### src/rtl/pclk_tree_pkg.sv
package pclk_tree_pkg;

  localparam int MULT_W = 8;
  localparam int SPI_CW = 5;

  // Effective multiplier after the legal-range check.
  function automatic logic [MULT_W-1:0] eff_mult(input logic [MULT_W-1:0] raw,
                                                 input int lo, input int hi,
                                                 input int fb);
    if (((int'(raw) >= lo) && (int'(raw) <= hi)) || (fb == 0))
      return raw;
    return MULT_W'(fb);
  endfunction

  // Terminal count of the SPI divider for each select code.
  function automatic logic [SPI_CW-1:0] spi_last(input logic [1:0] sel);
    case (sel)
      2'd0:    return SPI_CW'(31);
      2'd1:    return SPI_CW'(7);
      2'd2:    return SPI_CW'(1);
      default: return SPI_CW'(0);
    endcase
  endfunction

  function automatic int max3(input int a, input int b, input int c);
    int m;
    m = (a > b) ? a : b;
    return (m > c) ? m : c;
  endfunction

endpackage

### src/rtl/pct_divider.sv
module pct_divider #(
  parameter int W = 8
) (
  input  logic         clk,
  input  logic         rst_n,
  input  logic         restart,
  input  logic         step,
  input  logic [W-1:0] last,
  output logic         tick
);

  logic [W-1:0] cnt_q, cnt_d;

  assign tick = step && !restart && (cnt_q >= last);

  always_comb begin
    cnt_d = cnt_q;
    if (restart)
      cnt_d = '0;
    else if (step)
      cnt_d = tick ? '0 : cnt_q + W'(1);
  end

  always_ff @(posedge clk or negedge rst_n) begin
    if (!rst_n) cnt_q <= '0;
    else        cnt_q <= cnt_d;
  end

endmodule

### src/rtl/pct_bus_gen.sv
module pct_bus_gen #(
  parameter int MW   = 8,
  parameter int KNEE = 20,
  parameter int NUM  = 10
) (
  input  logic          clk,
  input  logic          rst_n,
  input  logic          restart,
  input  logic          clr,
  input  logic          ext,
  input  logic [MW-1:0] mult,
  output logic          tick
);

  logic          phase_q, phase_d;
  logic [MW-1:0] acc_q, acc_d;
  logic [MW:0]   sum;
  logic          frac;

  assign sum  = {1'b0, acc_q} + (MW+1)'(NUM);
  assign frac = !ext && (mult > MW'(NUM)) && (mult <= MW'(KNEE));

  always_comb begin
    if (restart)                tick = 1'b0;
    else if (ext)               tick = 1'b1;
    else if (mult > MW'(KNEE))  tick = phase_q;
    else if (!frac)             tick = 1'b1;
    else                        tick = (sum >= {1'b0, mult});
  end

  always_comb begin
    phase_d = ~phase_q;
    acc_d   = '0;
    if (frac)
      acc_d = (sum >= {1'b0, mult}) ? MW'(sum - {1'b0, mult}) : MW'(sum);
    if (restart || clr) begin
      phase_d = 1'b0;
      acc_d   = '0;
    end
  end

  always_ff @(posedge clk or negedge rst_n) begin
    if (!rst_n) begin
      phase_q <= 1'b0;
      acc_q   <= '0;
    end else begin
      phase_q <= phase_d;
      acc_q   <= acc_d;
    end
  end

endmodule

### src/rtl/pclk_tree.sv
module pclk_tree
  import pclk_tree_pkg::*;
#(
  parameter int EXT_SPI_DIV   = 96,
  parameter int EXT_PWM_DIV   = 128,
  parameter int EXT_TIM_DIV_A = 24,
  parameter int EXT_TIM_DIV_B = 26,
  parameter int PLL_SPI_DIV   = 576,
  parameter int PLL_PWM_DIV   = 768,
  parameter int PLL_TIM_DIV   = 144,
  parameter int MULT_LO       = 10,
  parameter int MULT_HI       = 50,
  parameter int MULT_KNEE     = 20,
  parameter int BUS_NUM       = 10,
  parameter int FALLBACK_MULT = 40,
  parameter int UART_DIV      = 10,
  parameter int TSEL_BIT      = 0
) (
  input  logic        clk,
  input  logic        rst_n,
  input  logic        ext_mode,
  input  logic        wr_en,
  input  logic        wr_sel,
  input  logic [31:0] wr_data,
  output logic        pll_on,
  output logic        en_bus,
  output logic        en_uart,
  output logic        en_spi_ref,
  output logic        en_spi,
  output logic        en_pwm,
  output logic        en_tim
);

  localparam int CW = $clog2(max3(max3(EXT_SPI_DIV, EXT_PWM_DIV, EXT_TIM_DIV_A),
                                  max3(EXT_TIM_DIV_B, PLL_SPI_DIV, PLL_PWM_DIV),
                                  PLL_TIM_DIV) + 1);
  localparam int UW = $clog2(UART_DIV + 1);
  localparam int NPD = 3;  // spi_ref, pwm, tim
  localparam logic [MULT_W-1:0] MULT_RST = eff_mult('0, MULT_LO, MULT_HI, FALLBACK_MULT);

  // Reset synchroniser: asserts at once, releases on the clock
  logic rs_a, rst_n_i;
  always_ff @(posedge clk or negedge rst_n) begin
    if (!rst_n) begin
      rs_a    <= 1'b0;
      rst_n_i <= 1'b0;
    end else begin
      rs_a    <= 1'b1;
      rst_n_i <= rs_a;
    end
  end

  // Mode tracking
  logic mode_q;
  logic restart;
  assign restart = (ext_mode != mode_q);
  assign pll_on  = ~mode_q;

  always_ff @(posedge clk or negedge rst_n_i) begin
    if (!rst_n_i) mode_q <= 1'b0;
    else          mode_q <= ext_mode;
  end

  // Staged register fields
  logic [MULT_W-1:0] mult_pend_q, mult_pend_d;
  logic [1:0]        spis_pend_q, spis_pend_d;
  logic              tims_pend_q, tims_pend_d;

  always_comb begin
    mult_pend_d = mult_pend_q;
    spis_pend_d = spis_pend_q;
    tims_pend_d = tims_pend_q;
    if (wr_en && !wr_sel) mult_pend_d = wr_data[31:24];
    if (wr_en &&  wr_sel) begin
      spis_pend_d = wr_data[17:16];
      tims_pend_d = wr_data[TSEL_BIT];
    end
  end

  always_ff @(posedge clk or negedge rst_n_i) begin
    if (!rst_n_i) begin
      mult_pend_q <= '0;
      spis_pend_q <= '0;
      tims_pend_q <= 1'b0;
    end else begin
      mult_pend_q <= mult_pend_d;
      spis_pend_q <= spis_pend_d;
      tims_pend_q <= tims_pend_d;
    end
  end

  logic [MULT_W-1:0] mult_eff_pend;
  assign mult_eff_pend = eff_mult(mult_pend_q, MULT_LO, MULT_HI, FALLBACK_MULT);

  // Active settings
  logic [MULT_W-1:0] mult_act_q, mult_act_d;
  logic [1:0]        spis_act_q, spis_act_d;
  logic              tims_act_q, tims_act_d;

  // Peripheral dividers from the core rate
  logic [CW-1:0]  pd_last [NPD];
  logic [NPD-1:0] pd_tick;

  always_comb begin
    pd_last[0] = ext_mode ? CW'(EXT_SPI_DIV - 1) : CW'(PLL_SPI_DIV - 1);
    pd_last[1] = ext_mode ? CW'(EXT_PWM_DIV - 1) : CW'(PLL_PWM_DIV - 1);
    if (!ext_mode)       pd_last[2] = CW'(PLL_TIM_DIV - 1);
    else if (tims_act_q) pd_last[2] = CW'(EXT_TIM_DIV_B - 1);
    else                 pd_last[2] = CW'(EXT_TIM_DIV_A - 1);
  end

  for (genvar g = 0; g < NPD; g++) begin : g_pd
    pct_divider #(.W(CW)) u_div (
      .clk     (clk),
      .rst_n   (rst_n_i),
      .restart (restart),
      .step    (1'b1),
      .last    (pd_last[g]),
      .tick    (pd_tick[g])
    );
  end

  // Programmable SPI divider on the SPI reference
  logic spi_tick;
  pct_divider #(.W(SPI_CW)) u_spi (
    .clk     (clk),
    .rst_n   (rst_n_i),
    .restart (restart),
    .step    (pd_tick[0]),
    .last    (spi_last(spis_act_q)),
    .tick    (spi_tick)
  );

  // Bus rate and UART
  logic bus_tick, bus_clr, uart_tick;
  assign bus_clr = bus_tick && (mult_eff_pend != mult_act_q);

  pct_bus_gen #(.MW(MULT_W), .KNEE(MULT_KNEE), .NUM(BUS_NUM)) u_bus (
    .clk     (clk),
    .rst_n   (rst_n_i),
    .restart (restart),
    .clr     (bus_clr),
    .ext     (ext_mode),
    .mult    (mult_act_q),
    .tick    (bus_tick)
  );

  pct_divider #(.W(UW)) u_uart (
    .clk     (clk),
    .rst_n   (rst_n_i),
    .restart (restart),
    .step    (bus_tick),
    .last    (UW'(UART_DIV - 1)),
    .tick    (uart_tick)
  );

  // Staged values move to active at terminal strobes
  always_comb begin
    mult_act_d = mult_act_q;
    spis_act_d = spis_act_q;
    tims_act_d = tims_act_q;
    if (restart) begin
      mult_act_d = mult_eff_pend;
      spis_act_d = spis_pend_q;
      tims_act_d = tims_pend_q;
    end else begin
      if (bus_tick)   mult_act_d = mult_eff_pend;
      if (spi_tick)   spis_act_d = spis_pend_q;
      if (pd_tick[2]) tims_act_d = tims_pend_q;
    end
  end

  always_ff @(posedge clk or negedge rst_n_i) begin
    if (!rst_n_i) begin
      mult_act_q <= MULT_RST;
      spis_act_q <= '0;
      tims_act_q <= 1'b0;
    end else begin
      mult_act_q <= mult_act_d;
      spis_act_q <= spis_act_d;
      tims_act_q <= tims_act_d;
    end
  end

  // Registered strobes
  logic [5:0] strb_q, strb_d;
  assign strb_d = {bus_tick, uart_tick, pd_tick[0], spi_tick, pd_tick[1], pd_tick[2]};

  always_ff @(posedge clk or negedge rst_n_i) begin
    if (!rst_n_i) strb_q <= '0;
    else          strb_q <= strb_d;
  end

  assign {en_bus, en_uart, en_spi_ref, en_spi, en_pwm, en_tim} = strb_q;

endmodule

### config.mk
export PLATFORM = sky130hd
export DESIGN_NAME = pclk_tree
export DESIGN_NICKNAME = d
export VERILOG_FILES = /design/src/rtl/pclk_tree_pkg.sv /design/src/rtl/pct_divider.sv /design/src/rtl/pct_bus_gen.sv /design/src/rtl/pclk_tree.sv
export SDC_FILE = /design/constraint.sdc
export NUM_CORES = 1
export LEC_CHECK = 0
export ABC_AREA = 1
export BUFFER_PORTS_ARGS = -buffer_cell sky130_fd_sc_hd__buf_2
export CAP_MARGIN = 20
export CORE_UTILIZATION = 55
export CTS_BUF_LIST = sky130_fd_sc_hd__clkbuf_4 sky130_fd_sc_hd__clkbuf_8 sky130_fd_sc_hd__clkbuf_16
export CTS_CLUSTER_SIZE = 28
export DETAILED_ROUTE_END_ITERATION = 16
export GPL_ROUTABILITY_DRIVEN = 0
export GPL_TIMING_DRIVEN = 0
export HOLD_SLACK_MARGIN = 0.08
export PLACE_DENSITY = 0.75
export SYNTH_ARGS = -nofsm -noshare
export SYNTH_HDL_FRONTEND = slang
export SYNTH_SLANG_ARGS = --single-unit
### constraint.sdc
create_clock -name clk -period 4.4 [get_ports clk]
set_clock_uncertainty 0.15 [all_clocks]
set_input_delay 0.88 -clock clk [delete_from_list [all_inputs] [get_ports clk]]
set_output_delay 0.88 -clock clk [all_outputs]
set_load 0.05 [all_outputs]
==> flow_metrics.env, run 1 <==
export IMPL_cp_max_fo=10
export IMPL_end_kind="flop"
export IMPL_grt_setup_unrepaired="no"
export IMPL_ys_seq_elements=79
export IMPL_drtAntennaViolNets=0
export IMPL_finalSetupTns_ps=0
export IMPL_pin_count=44
export IMPL_drc=0
export IMPL_tritoncts="yes"
export IMPL_status="complete, no violations"
export IMPL_worstPathArrival_ps=3260
export IMPL_netlist_area_sq_mm=0.00443
export IMPL_dp_final_hpwl_um=6150
export IMPL_clk_pin_slew_ps=90
export IMPL_setup_ws_ps=1250
export IMPL_gr_total_overflow=0
export IMPL_grt_total_usage_pct=22.3
export IMPL_dr_pass1_iters=4
export IMPL_yosysTopAreaCell="dfrtp_1"
export IMPL_die_h_um=91.7
export IMPL_setup_violations_final=0
export IMPL_period_needed_ps=3150
export IMPL_startpoint_type="flop"
export IMPL_avgSynthCellArea_sq_um=8.43
export IMPL_portBuffers=22
export IMPL_drt_iter0_drc=112
export IMPL_synth_cells=525
export IMPL_core_area_sq_mm=0.00777
export IMPL_critPathKind="reg2reg"
export IMPL_drive_gt1_share_pct=13.1
export IMPL_grt_max_degree=55
export IMPL_cts_resized=0
export IMPL_period_share_pct=71.5
export IMPL_diodes=0
export IMPL_p_leak_nw=2.47
export IMPL_power_density_mw_per_mm2=396
export IMPL_grt_pass1_wl_um=14900
export IMPL_ys_async_sr_fraction_pct=100
export IMPL_dieArea_sq_mm=0.00841
export IMPL_nets=628
export IMPL_num_rows=32
export IMPL_initial_core_util_pct=57.0
export IMPL_grt_pass1_vias=3415
export IMPL_area_growth_pct=10.7
export IMPL_synth_ff_type="dfrtp_1"
export IMPL_yosys_warnings=0
export IMPL_synth_top_area_share_pct=43.5
export IMPL_syn_nets=594
export IMPL_cap_violations=0
export IMPL_viasPerCell=5.19
export IMPL_antenna_found_initial=0
export IMPL_synth_yosys_seq_area_share_pct=44.7
export IMPL_reg2reg_depth=18
export IMPL_ctsRootBufferMaster="clkbuf_8"
export IMPL_cts_max_level=3
export IMPL_drt_wirelength_per_cell_um=12.3
export IMPL_fmax_ghz=0.318
export IMPL_clkSinkCount=79
export IMPL_cts_made_buffers=9
export IMPL_synth_area_top_cells="dfrtp_1 (44%), nand2_1 (9.5%), ha_1 (8.8%)"
export IMPL_final_max_slew_viol_count=0
export IMPL_dieWidth_um=91.7
export IMPL_ys_types=45
export IMPL_vias=3455
export IMPL_cts_setup_buffers=0
export IMPL_ctsHoldBuffers=0
export IMPL_finalHoldViolations=0
export IMPL_synth_edf_count=0
export IMPL_cts_max_path_buffers=2
export IMPL_worstHoldPathType="reg2async"
export IMPL_insertion_delay_ps=350
export IMPL_fill_cells=661
export IMPL_ir_worst_vdd_uv=221
export IMPL_routed_wl_um=8210
export IMPL_critical_path_required_ps=4510
export IMPL_dp_slack_ps=1270
## registers in the layout, indices dropped and copies added, names as in the netlist
signal            cells
u_uart.cnt_q          4
tims_act_q            1
strb_q                6
spis_pend_q           2
mult_pend_q           8
spis_act_q            2
g_pd.u_div.cnt_q     30
mode_q                1
u_bus.acc_q           8
u_bus.phase_q         1
rs_a                  1
rst_n_i               1
mult_act_q            8
tims_pend_q           1
u_spi.cnt_q           5
## worst max-delay path, stage by stage (launching register included)
cell and delay [ps]:
dfrtp_1 430, ha_1 220, or2_2 310, nand3_1 90, xor2_1 250, inv_1 80
ha_1 330, nand2_1 80, nor2_1 40, a21oi_1 110, nand2_1 60, nor2_1 210
nand3_2 160, nand2_2 100, nand2_2 60, buf_6 160, inv_6 80, nand2_1 50
o21ai_0 70
## where the power goes
group | switching, W | internal (W) | leakage [nW]
Sequential | 0.0000611 | 0.000795 | 1.04
Clock | 0.000282 | 0.000281 | 0.103
Combinational | 0.000324 | 0.000199 | 1.32
## cell usage in the layout (no fill, tap or decap), types with 3 or more instances in the layout
cell type / Yosys / final
o21ai_1: 7 / 7
dfrtp_1: 77 / 76
buf_2: 2 / 24
nand3_1: 16 / 16
ha_1: 31 / 31
nor3_1: 17 / 17
or2_2: 3 / 3
nand2_1: 112 / 112
o211ai_1: 3 / 3
inv_1: 64 / 64
clkbuf_8: 0 / 10
xor2_1: 13 / 13
xnor2_1: 7 / 7
nor2_1: 66 / 66
o21ai_0: 17 / 17
nand4_1: 12 / 12
a21oi_1: 27 / 27
o21a_1: 3 / 3
nor3b_1: 3 / 3
mux2_2: 8 / 8
nand2_2: 6 / 6
## final cells by class
class	count	area [sq um]	share of cell area, %
Timing Repair Buffer	23	138	2.81
Sequential cell	79	1980	40.5
Multi-Input combinational cell	373	2150	43.9
Inverter	67	256	5.23
Clock inverter	6	68.8	1.40
Buffer	6	36.3	0.740
Tap cell	102	128	2.60
Clock buffer	10	138	2.81
## layer usage
metal | track usage (%) | up-vias | part of all wire, %
met5 | 0 | - | 0
met4 | 9.38 | 0 | 2.0
met3 | 4.15 | 12 | 2.8
met2 | 37.7 | 39 | 49
met1 | 28.2 | 1637 | 46
li1 | - | 1767 | -
## cell usage after synthesis, drive strengths merged (3+ instances only)
library cell and count:
xnor2 8, nand4 12, ha 31, o21ai 25
xor2 13, nand2 118, mux2 8, nand3 18
buf 4, inv 67, dfrtp 77, nor3b 4
nor2 68, a21oi 28, o211ai 3, or2 4
nor3 17, o21a 3
## cell families after synthesis
group	count (synthesis)	share of synthesized area, %
multiplexers	9	2.26
XOR/XNOR	21	4.58
buffers and inverters	73	6.62
AO/OA/AOI/OAI	65	8.40
adder cells (fa/ha/maj)	32	9.22
flip-flops	79	44.7
AND/OR/NAND/NOR	244	24.0
other	2	0.170
## through the flow
step                hold slack (ps)  area (sq um)  utilization (%)  power [W]  instances
floorplan                       181          4430                -    0.00128        525
detailed placement             91.7          4690             60.4    0.00139        650
global route                    123          4900             63.1    0.00208        666
global placement                186          4660             60.0    0.00137        649
CTS                            97.4          4900             63.1    0.00196        666
finish                         79.9          4900             63.1    0.00194        666
## final timing paths
path | from | end | slack, ps
min in group clk | rs_a | rst_n_i | 200
max in group asynchronous | rst_n_i | mult_act_q[3] | 3390
min reg2reg | rst_n_i | g_pd[2].u_div.cnt_q[6] | 80
max | u_bus.acc_q[1] | u_uart.cnt_q[1] | 1250
max reg2reg | u_bus.acc_q[1] | u_uart.cnt_q[1] | 1250
min | rst_n_i | g_pd[2].u_div.cnt_q[6] | 80
Power figures use the tool's default switching activity.
==> inputs of run 2 (changes only) <==
==> constraint.sdc (replaced) <==
create_clock -name clk -period 2.9 [get_ports clk]
set_clock_uncertainty 0.15 [all_clocks]
set_input_delay 0.58 -clock clk [delete_from_list [all_inputs] [get_ports clk]]
set_output_delay 0.58 -clock clk [all_outputs]
set_load 0.05 [all_outputs]
==> run 2 against run 1 <==
Via count grew 2.9%. Count of clock-buffer cells in the layout stayed put. First-iteration DRC count is 4.5% lower. Register-to-register slack lost 1200 ps. Flip-flop and latch count unchanged. Cell count grew 1.5%. Sequential power grew 52%. Global-route usage is 0.25 points higher. Sequential share of layout area decreased by 1.4 points. Critical path depth fell by 1. Total power rose by 57%. Critical path type unchanged.
==> flow_metrics.env, run 2 (synthesized netlist as in run 1, its figures left out) <==
export IMPL_status="complete, no violations"
export IMPL_drt_iter0_drc=107
export IMPL_setup_violations_final=0
export IMPL_vias=3555
export IMPL_portBuffers=22
export IMPL_grt_setup_unrepaired="yes"
export IMPL_startpoint_type="flop"
export IMPL_routed_wl_um=8630
export IMPL_dp_slack_ps=-227
export IMPL_most_common_layout_cells="nand2_1 (107), dfrtp_1 (76), inv_1 (63), nor2_1 (62), ha_1 (29)"
export IMPL_p_int_w=0.00199
export IMPL_initial_core_util_pct=57.0
export IMPL_p_leak_nw=2.54
export IMPL_drive_gt1_share_pct=17.4
export IMPL_critical_path_required_ps=3040
export IMPL_finalSetupTns_ps=0
export IMPL_dr_pass1_iters=6
export IMPL_die_h_um=91.7
export IMPL_grt_pass1_wl_um=15000
export IMPL_tritoncts="yes"
export IMPL_drt_wirelength_per_cell_um=12.8
export IMPL_antenna_found_initial=0
export IMPL_swShare_pct=34.7
export IMPL_num_rows=32
export IMPL_regMostFlops="g_pd.u_div.cnt_q"
export IMPL_worstPathArrival_ps=2960
export IMPL_drtAntennaViolNets=0
export IMPL_viasPerCell=5.26
export IMPL_largest_reg_flops=30
export IMPL_end_kind="flop"
export IMPL_worstHoldPathType="reg2async"
export IMPL_dieArea_sq_mm=0.00841
export IMPL_cts_max_level=3
export IMPL_clkSinkCount=79
export IMPL_clockPowerShare_pct=28.1
export IMPL_cts_max_path_buffers=2
export IMPL_grt_total_usage_pct=22.6
export IMPL_cp_max_fo=6
export IMPL_final_cells=676
export IMPL_pin_count=44
export IMPL_diodes=0
export IMPL_dieWidth_um=91.7
export IMPL_drc=0
export IMPL_core_area_sq_mm=0.00777
export IMPL_switchingPower_w=0.00106
export IMPL_nets=638
export IMPL_ctsRootBufferMaster="clkbuf_8"
export IMPL_area_growth_pct=14.7
export IMPL_placed_cells=650
export IMPL_grt_max_degree=55
export IMPL_period_needed_ps=2830
export IMPL_finalHoldViolations=0
export IMPL_fmax_ghz=0.354
export IMPL_critPathKind="reg2reg"
export IMPL_power_density_mw_per_mm2=600
export IMPL_insertion_delay_ps=350
export IMPL_grt_pass1_vias=3450
export IMPL_final_max_slew_viol_count=0
export IMPL_seqPwrFrac_pct=42.8
export IMPL_ir_worst_vdd_uv=332
export IMPL_comb_power_share_pct=29.1
export IMPL_gr_total_overflow=0
export IMPL_reg2reg_slack_ps=70
export IMPL_cts_made_buffers=9
export IMPL_period_share_pct=97.5
export IMPL_setup_ws_ps=72.7
export IMPL_fin_hold_ws_ps=78.0
export IMPL_r2r_start="u_bus.acc_q[1]"
export IMPL_power_total_w=0.00304
export IMPL_cap_violations=0
export IMPL_dp_final_hpwl_um=6150
export IMPL_final_common_cell="nand2_1"
export IMPL_startpoint="u_bus.acc_q[1]"
export IMPL_clk_pin_slew_ps=90
## run 2: final cells by class
| cell class | instances | area (sq um) |
|---|---|---|
| multi-input cells | 373 | 2230 |
| plain buffers | 6 | 40.0 |
| fillers | 637 | 2690 |
| inverters | 67 | 259 |
| clock inverters | 6 | 68.8 |
| well taps | 102 | 128 |
| repair buffers | 32 | 225 |
| flip-flops and latches | 79 | 1980 |
| clock buffers | 10 | 138 |
| repair inverters | 1 | 6.26 |
## run 2: layer usage
layer,vias to the layer above,GRT usage (%),wire length (um),share of wire [%]
met2,49,38.1,4320,50
met5,-,0,0,0
met3,19,4.23,249,2.9
met1,1696,28.4,3860,45
li1,1791,-,-,-
met4,0,9.77,205,2.4
## run 2: what timing repair did
action / CTS / global route
buffers inserted: 2 / 5
hold buffers: 1 / 0
gates cloned: 0 / 2
pin swaps: 1 / 8
setup endpoints to repair: 21 / 21
resized for setup: 5 / 23
endpoints found under the hold margin: 2 / 0
## run 2: through the flow
stage / area, sq um / utilization (%)
3_3_place_gp: 4660 / 60.0
3_5_place_dp: 4690 / 60.4
4_1_cts: 4960 / 63.8
5_1_grt: 5070 / 65.3
2_1_floorplan: 4430 / -
6_report: 5070 / 65.3
## run 2: path summary, 6_finish.rpt
path / endpoint / cells past startpoint
worst max-delay path: mult_act_q[7] / 17
worst min-delay path: g_pd[2].u_div.cnt_q[6] / 0
worst max register to register: mult_act_q[7] / 17
worst min register to register: g_pd[2].u_div.cnt_q[6] / 0
max in group asynchronous: mult_act_q[3] / 1
min in group clk: rst_n_i / 0
## run 2: worst max-delay path, cell delays in order, from the launching register on
cell     delay, ps
dfrtp_1        390
ha_2           190
or2_4          250
nand3_2         80
xor2_2         220
inv_2           70
ha_4           230
nand2_2         60
nor2_2          40
a21oi_1        130
nand2_1        100
nor2_4         160
nand3_2        120
nand2_2        120
nand2_4         80
buf_8          170
buf_4          140
nor2_1          70
## run 2: power groups by stage
stage	logic [W]	clock network, W	registers [W]
after CTS	0.000806	0.000872	0.00130
after global placement	0.000749	0	0.00133
after detailed placement	0.000796	0	0.00132
final	0.000887	0.000854	0.00130
after floorplan	0.000612	0	0.00132
after global routing	0.00101	0.000921	0.00132
